===== src/rtl/osc_fail_pkg.sv =====
package osc_fail_pkg;
  localparam logic [2:0] ADDR_STOP = 3'd0;
  localparam logic [2:0] ADDR_FLAG = 3'd1;
  localparam logic [2:0] ADDR_OUT  = 3'd7;
  localparam int         KEY_BIT   = 7;

  // Next value of the sticky flag, in priority order:
  // stop condition, software set, gated software clear, hold.
  function automatic logic flag_next(input logic cur, input logic stop_ev,
                                     input logic set_req, input logic clr_req,
                                     input logic run_ok);
    if (stop_ev)              return 1'b1;
    if (set_req)              return 1'b1;
    if (clr_req && run_ok)    return 1'b0;
    return cur;
  endfunction

  // Saturating increment toward a limit.
  function automatic int unsigned sat_inc(input int unsigned cnt, input int unsigned lim);
    return (cnt >= lim) ? lim : cnt + 1;
  endfunction
endpackage


===== src/rtl/ofl_sync.sv =====
module ofl_sync #(
  parameter int STAGES = 2
) (
  input  logic clk,
  input  logic rst_n,
  input  logic d,
  output logic q
);
  logic [STAGES-1:0] chain;

  generate
    for (genvar i = 0; i < STAGES; i++) begin : g_stage
      if (i == 0) begin : g_first
        always_ff @(posedge clk or negedge rst_n)
          if (!rst_n) chain[0] <= 1'b0;
          else        chain[0] <= d;
      end else begin : g_rest
        always_ff @(posedge clk or negedge rst_n)
          if (!rst_n) chain[i] <= 1'b0;
          else        chain[i] <= chain[i-1];
      end
    end
  endgenerate

  assign q = chain[STAGES-1];
endmodule


===== src/rtl/ofl_edge_watch.sv =====
module ofl_edge_watch #(
  parameter int TIMEOUT_CLKS = 12288
) (
  input  logic clk,
  input  logic rst_n,
  input  logic osc_s,
  output logic rise,
  output logic lost
);
  import osc_fail_pkg::*;
  localparam int CW = $clog2(TIMEOUT_CLKS + 1);
  localparam logic [CW-1:0] LIM = CW'(TIMEOUT_CLKS);

  logic          prev_q;
  logic          any_edge;
  logic [CW-1:0] quiet_q;

  assign any_edge = osc_s ^ prev_q;
  assign rise     = osc_s & ~prev_q;

  always_ff @(posedge clk or negedge rst_n)
    if (!rst_n) prev_q <= 1'b0;
    else        prev_q <= osc_s;

  always_ff @(posedge clk or negedge rst_n)
    if (!rst_n)        quiet_q <= '0;
    else if (any_edge) quiet_q <= '0;
    else               quiet_q <= CW'(sat_inc(int'(quiet_q), TIMEOUT_CLKS));

  assign lost = (quiet_q == LIM);
endmodule


===== src/rtl/ofl_run_timer.sv =====
module ofl_run_timer #(
  parameter int RUN_CYCLES = 131072
) (
  input  logic clk,
  input  logic rst_n,
  input  logic restart,
  input  logic tick,
  output logic run_ok
);
  import osc_fail_pkg::*;
  localparam int CW = $clog2(RUN_CYCLES + 1);
  localparam logic [CW-1:0] LIM = CW'(RUN_CYCLES);

  logic [CW-1:0] run_q;

  always_ff @(posedge clk or negedge rst_n)
    if (!rst_n)       run_q <= '0;
    else if (restart) run_q <= '0;
    else if (tick)    run_q <= CW'(sat_inc(int'(run_q), RUN_CYCLES));

  assign run_ok = (run_q == LIM);
endmodule


===== src/rtl/osc_fail_ctrl.sv =====
module osc_fail_ctrl #(
  parameter int SYNC_STAGES  = 2,
  parameter int TIMEOUT_CLKS = 12288,
  parameter int RUN_CYCLES   = 131072
) (
  input  logic       clk,
  input  logic       rst_n,
  input  logic       osc_in,
  input  logic       supply_low,
  input  logic       wr_en,
  input  logic [2:0] wr_addr,
  input  logic [7:0] wr_data,
  output logic       fail_flag,
  output logic       stop_bit,
  output logic       osc_run_en,
  output logic       out_drive_low
);
  import osc_fail_pkg::*;

  logic osc_s, osc_rise, osc_lost, run_ok, stop_event;
  logic wr_stop, wr_flag, wr_out, set_req, clr_req;
  logic stop_q, flag_q, out_q;

  ofl_sync #(.STAGES(SYNC_STAGES)) u_sync (
    .clk(clk), .rst_n(rst_n), .d(osc_in), .q(osc_s));

  ofl_edge_watch #(.TIMEOUT_CLKS(TIMEOUT_CLKS)) u_watch (
    .clk(clk), .rst_n(rst_n), .osc_s(osc_s), .rise(osc_rise), .lost(osc_lost));

  assign stop_event = stop_q | supply_low | osc_lost;

  ofl_run_timer #(.RUN_CYCLES(RUN_CYCLES)) u_run (
    .clk(clk), .rst_n(rst_n), .restart(stop_event), .tick(osc_rise), .run_ok(run_ok));

  assign wr_stop = wr_en && (wr_addr == ADDR_STOP);
  assign wr_flag = wr_en && (wr_addr == ADDR_FLAG);
  assign wr_out  = wr_en && (wr_addr == ADDR_OUT);
  assign set_req = wr_flag &&  wr_data[KEY_BIT];
  assign clr_req = wr_flag && !wr_data[KEY_BIT];

  always_ff @(posedge clk or negedge rst_n)
    if (!rst_n)       stop_q <= 1'b0;
    else if (wr_stop) stop_q <= wr_data[KEY_BIT];

  always_ff @(posedge clk or negedge rst_n)
    if (!rst_n)      out_q <= 1'b1;
    else if (wr_out) out_q <= wr_data[KEY_BIT];

  always_ff @(posedge clk or negedge rst_n)
    if (!rst_n) flag_q <= 1'b1;
    else        flag_q <= flag_next(flag_q, stop_event, set_req, clr_req, run_ok);

  assign fail_flag     = flag_q;
  assign stop_bit      = stop_q;
  assign osc_run_en    = ~stop_q;
  assign out_drive_low = ~out_q;
endmodule


===== config.mk =====
export PLATFORM = sky130hd
export DESIGN_NAME = osc_fail_ctrl
export DESIGN_NICKNAME = d
export VERILOG_FILES = /design/src/rtl/osc_fail_pkg.sv /design/src/rtl/ofl_sync.sv /design/src/rtl/ofl_edge_watch.sv /design/src/rtl/ofl_run_timer.sv /design/src/rtl/osc_fail_ctrl.sv
export SDC_FILE = /design/constraint.sdc
export NUM_CORES = 1
export LEC_CHECK = 0
export ABC_AREA = 1
export BUFFER_PORTS_ARGS = -buffer_cell sky130_fd_sc_hd__buf_2
export CAP_MARGIN = 20
export CORE_ASPECT_RATIO = 0.75
export CORE_MARGIN = 1
export CORE_UTILIZATION = 45
export DETAILED_ROUTE_END_ITERATION = 10
export PLACE_DENSITY_LB_ADDON = 0.1
export SLEW_MARGIN = 20
export SYNTH_ARGS = -nofsm -noshare
export SYNTH_HDL_FRONTEND = slang
export SYNTH_HIERARCHICAL = 1
export SYNTH_SLANG_ARGS = --single-unit

===== constraint.sdc =====
create_clock -name clk -period 2.2 [get_ports clk]
set_input_delay 0.44 -clock clk [delete_from_list [all_inputs] [get_ports clk]]
set_output_delay 0.44 -clock clk [all_outputs]
set_load 0.005 [all_outputs]

# Word level (Yosys, flattened, before mapping)
# Cells that the tools add are included.
[word_totals]
regBits = 38
latchBits = 0
ram_bits = 0
romBits = 0
input_bits = 16
out_inout_bits = 4
n_memories = 0
[classes]
addsub = 2
multipliers = 0
div_mod_pow = 0
magnitude_cmp = 2
n_eq_ne = 4
n_shift = 0
muxes = 17
n_bitwise = 7
reduce_logical = 10
[ops]
columns = ["cell", "n"]
rows = [
  ["$mux 18", 3],
  ["$mux 14", 2],
  ["$add 18x1->18 const B", 1],
  ["$eq 18x18->1 const B", 1],
  ["$ge 18x18->1 const B", 1],
  ["$add 14x1->14 const B", 1],
  ["$eq 14x14->1 const B", 1],
  ["$ge 14x14->1 const B", 1],
  ["$mux 1", 12],
  ["$logic_and 1x1->1", 6],
  ["$eq 3x1->1 const B", 1],
  ["$eq 3x3->1 const B", 1],
  ["$logic_not 3->1", 1],
  ["$not 1->1", 3],
  ["$reduce_bool 3->1", 1],
  ["$or 1x1->1", 2],
  ["$reduce_bool 2->1", 1],
  ["$and 1x1->1", 1],
  ["$logic_not 1->1", 1],
  ["$xor 1x1->1", 1],
]

# Longest topological paths before layout
[logic_depth]
depth_word = 10
ltp_mapped = 13
ltp_nobuf = 13

# By module
# Netlist, hierarchy kept.
[modules_own_cells]
columns = ["mod", "n_inst", "cells_each", "area_each_um2", "seq_area_each_um2"]
rows = [
  ["ofl_run_timer", 1, 171, 1137.3, 450.4],
  ["ofl_edge_watch", 1, 112, 875.8, 375.4],
  ["osc_fail_ctrl", 1, 26, 185.2, 77.6],
  ["ofl_sync", 1, 2, 50.0, 50.0],
]

# Worst setup path before layout
# Ideal clock, no wire load.
[synth_timing]
kind = "register -> register"
startpoint = "register u_watch.quiet_q[0]"
endpoint = "register u_run.run_q[8]"
t_arrival_ps = 1609
required_ps = 2080
setup_slack_ps = 472
path_stages_with_launch = 14
n_path_buf = 1
period_less_slack_ps = 1728
cell_sequence = "dfrtp_1 -> inv_1 -> ha_1 -> nand4_1 -> nor2_1 -> nor3_2 -> inv_1 -> inv_1 -> nand2_1 -> buf_4 -> nand2_1 -> nor2_1 -> o21ai_0 -> inv_1"
[synth_between]
elab_chain_cells = 3
word_cells_on_any_way = 4
cone_classes = "eq/ne: 1; mux: 1; bitwise: 1; reduce/logical: 1"
[synth_lines]
columns = ["item", "line_no", "rtl"]
rows = [
  ["from (decl)", "ofl_edge_watch.sv:16", "logic [CW-1:0] quiet_q;"],
  ["from (signal assigned)", "ofl_edge_watch.sv:28", "else quiet_q <= CW'(sat_inc(int'(quiet_q), TIMEOUT_CLKS));"],
  ["$eq 14x14->1 *", "ofl_edge_watch.sv:30", "assign lost = (quiet_q == LIM);"],
  ["net osc_lost", "osc_fail_ctrl.sv:20", "logic osc_s, osc_rise, osc_lost, run_ok, stop_event;"],
  ["$or 1x1->1 *", "osc_fail_ctrl.sv:30", "assign stop_event = stop_q | supply_low | osc_lost;"],
  ["net stop_event", "osc_fail_ctrl.sv:20", ""],
  ["$mux 18 / $reduce_bool 2->1 (equally long branches)", "-", ""],
  ["to (signal assigned)", "ofl_run_timer.sv:19", "else if (tick) run_q <= CW'(sat_inc(int'(run_q), RUN_CYCLES));"],
  ["to (decl)", "ofl_run_timer.sv:14", "logic [CW-1:0] run_q;"],
]
# Mark *: on every way through the listed nets, which the timed path passes. The rest lies on a longest branch.
# A chain may end at the register's enable or synchronous reset.

# Final worst setup path
[layout_timing]
startpoint = "register u_watch.quiet_q[9]"
endpoint = "register u_run.run_q[8]"
# The elaborated chain is that of the path after synthesis.

==> out/qor.tcl <==
set qor(detailedRoute.firstPassIterationCount) 4
set qor(antennaDiodeCount) 0
set qor(tritoncts_num_sinks) 38
set qor(synth_top_cell_area_share) 0.4007
set qor(clkSlewWorstSetupHoldPaths_ns) 0.07
set qor(powerDensity_nw_per_um2) 566.0
set qor(run_status) {completed}
set qor(reg2reg_slack_ns) 0.29
set qor(timing.critical_path.to_type) {flop}
set qor(cp_data_required_time_ns) 2.37
set qor(design.final.nets) 359
set qor(power_total_mw) 1.430
set qor(cp_data_arrival_time_ns) 2.08
set qor(yosysTopAreaCell) {dfrtp_1}
set qor(overflow) 0
set qor(wl_per_cell_um) 12.38
set qor(drcViolationCount) 0
set qor(rsz0062_at_grt) {false}
set qor(place.gp.congestion) 0.8817
set qor(syn-instance-count) 311
set qor(fillerInstances) 459
set qor(cts_inserted_buffers) 5
set qor(max_stage_delay_ns) 0.42
set qor(worst-slew-pin-transition_ns) 0.5028
set qor(flow.area_growth_from_synthesis_pct) 12.35
set qor(layout_cells_sized_above_1) 0.1691
set qor(first_global_vias) 1794
set qor(num_io_pins) 20
set qor(totalNegativeSetupSlack_ns) 0
set qor(place_hpwl_um) 3750
set qor(ys_ff_latch) 38
set qor(synth-warning-count) 6
set qor(post_cts_buffers) 0
set qor(maxCapViolCount) 0
set qor(cts_max_level) 2
set qor(leakage_nw) 1.200
set qor(critical_path_peak_fanout) 5
set qor(timing.critical_path.from_type) {flop}
set qor(synth_cell_type_count) 25
set qor(routed-via-count) 1979
set qor(vias_per_cell) 5.023
set qor(floorplan.die_area_um2) 5286
set qor(die_h_um) 63.22
set qor(worst_path_most_repeated_cell) {inv_1}
set qor(crit_chain) {nor3_1 -> nand4_1 -> nor2_2 -> nor3_2 -> inv_1 -> inv_1 -> nand2_1 -> nand2_1 -> o21ai_2 -> o21ai_0 -> o21ai_0 -> inv_1}
set qor(cts_tree) {yes}
set qor(syn-mean-instance-area_um2) 7.230
set qor(vdd_ir_drop_max_v) 0.0004284
set qor(grt_util_all_layers) 0.2012
set qor(fin_skew_ns) 0.004413
set qor(fin_hold_ws_ns) 0.1135
set qor(standard_cell_with_the_maximum_stage_delay_on_the_critical_path) {dfrtp_1}
set qor(drtAntennaViolNets) 0
set qor(grt_max_degree) 39
set qor(clk_latency_ns) 0.28
set qor(max_transition_viols_final) 0
set qor(hold_class) {in2async}
set qor(seq_area_frac_synth) 0.4240
set qor(die_width_um) 83.62
set qor(synth_fp_nets) 333
set qor(fp-row-count) 21
set qor(crit_type) {reg2reg}
set qor(timing.max_slew.rel_slack) 0.6635
set qor(totalWireLength_um) 4878
set qor(grt_pass1_wl_um) 8349
set qor(antenna_found_initial) 0
set qor(report.final.hold_viol_count) 0
set qor(maxClockFrequency_ghz) 0.5228
set qor(floorplan.initialDensity) 0.4862
set qor(final_min_period_over_clock_period) 0.8694
set qor(finalSetupViolations) 0
set qor(clock_tree.buffer_depth) 2
set qor(drt_iter0_drc) 172
set qor(clk_root_buffer_cell) {clkbuf_8}
set qor(core_region_area_um2) 4624
set qor(io_buffers) 12
set qor(netlist_area_um2) 2248
set qor(yosys-top-cells-area) {dfrtp_1 (40%), nand2_1 (12%), inv_1 (8.8%)}
set qor(min_tclk_post_route_ns) 1.913
## what timing repair did
action / CTS / global route
resized for setup: 0 / 2
endpoints found under the setup margin: 0 / 1
hold buffers: 0 / 0
## worst max-delay path: cells and delay by family, from the launching register on
| family | cells | cell delay, ns |
|---|---|---|
| AOI/OAI and AO/OA | 3 | 0.35 |
| and+or+nand+nor | 6 | 0.85 |
| buffers and inverters | 3 | 0.18 |
| DFF | 1 | 0.42 |
## worst paths after layout
| check | from | end | cells after the start |
|---|---|---|---|
| worst max register to register | u_watch/quiet_q[9] | u_run/run_q[8] | 12 |
| max in group asynchronous | rst_n | out_q | 2 |
| worst min register to register | u_sync/chain[0] | u_sync/q | 0 |
| worst max-delay path | u_watch/quiet_q[9] | u_run/run_q[8] | 12 |
| worst min-delay path | rst_n | u_watch/quiet_q[11] | 2 |
| min in group clk | osc_in | u_sync/chain[0] | 1 |
## synth_stat cells (all sizes together)
| cell type | instances |
|---|---|
| buf | 1 |
| o21a | 1 |
| nand3 | 25 |
| a21oi | 12 |
| nor2 | 56 |
| nor4 | 2 |
| or2 | 1 |
| inv | 53 |
| nand2 | 79 |
| o21ai | 18 |
| dfstp | 2 |
| and2 | 1 |
| o21bai | 1 |
| ha | 6 |
| dfrtp | 36 |
| nor3 | 9 |
| nand3b | 1 |
| nand4 | 7 |
## cell usage in the layout (no fill, tap or decap), types with 4 or more instances in the layout
| cell type | count |
|---|---|
| a21oi_1 | 12 |
| buf_2 | 12 |
| buf_4 | 7 |
| clkbuf_8 | 5 |
| dfrtp_1 | 36 |
| ha_1 | 6 |
| inv_1 | 53 |
| nand2_1 | 72 |
| nand2_2 | 7 |
| nand3_1 | 24 |
| nand4_1 | 7 |
| nor2_1 | 39 |
| nor2_2 | 13 |
| nor2_4 | 4 |
| nor3_1 | 8 |
| o21ai_0 | 12 |
| o21ai_1 | 5 |
## power by group
group	total (mW)	switching, mW	internal (mW)
Combinational	0.231	0.144	0.0873
Sequential	0.753	0.0239	0.729
Clock	0.446	0.227	0.218
Total	1.43	0.395	1.03
## metrics by stage
stage | std cells | cell area, um2 | worst slack (ns) | utilization
final | 394 | 2526 | 0.2873 | 0.5463
after global routing | 394 | 2526 | 0.01617 | 0.5463
after CTS | 394 | 2521 | 0.2201 | 0.5452
after detailed placement | 387 | 2445 | 0.2430 | 0.5287
after global placement | 387 | 2445 | 0.2795 | 0.5287
after floorplan | 311 | 2248 | 0.4715 | -
## kinds of logic after synthesis
| logic type | share of synthesized area |
|---|---|
| AOI/OAI and AO/OA | 0.07680 |
| adders and majority gates | 0.03339 |
| buffers and inverters | 0.09182 |
| DFF | 0.4240 |
| and+or+nand+nor | 0.3740 |
## metal layers
metal,share of wire,GRT usage,vias to the layer above
met5,0,0,-
met4,0.0045,0.04449,0
met3,0.067,0.04325,2
met2,0.37,0.2581,66
met1,0.56,0.3331,883
li1,-,-,1028
## state kept, by name, indices dropped and copies added (netlist names)
signal,flops
u_sync/q,1
u_watch/prev_q,1
fail_flag,1
u_sync/chain,1
u_watch/quiet_q,14
stop_bit,1
u_run/run_q,18
out_q,1
## layout make-up
class / instances / area (um2) / area share
Inverter: 53 / 198.9 / 0.07875
Tap cell: 57 / 71.32 / 0.02823
Multi-Input combinational cell: 219 / 1094 / 0.4329
Clock buffer: 7 / 76.32 / 0.03021
Sequential cell: 38 / 953.4 / 0.3774
Timing Repair Buffer: 20 / 132.6 / 0.05250
No activity file was read; power rests on OpenSTA's default activity.
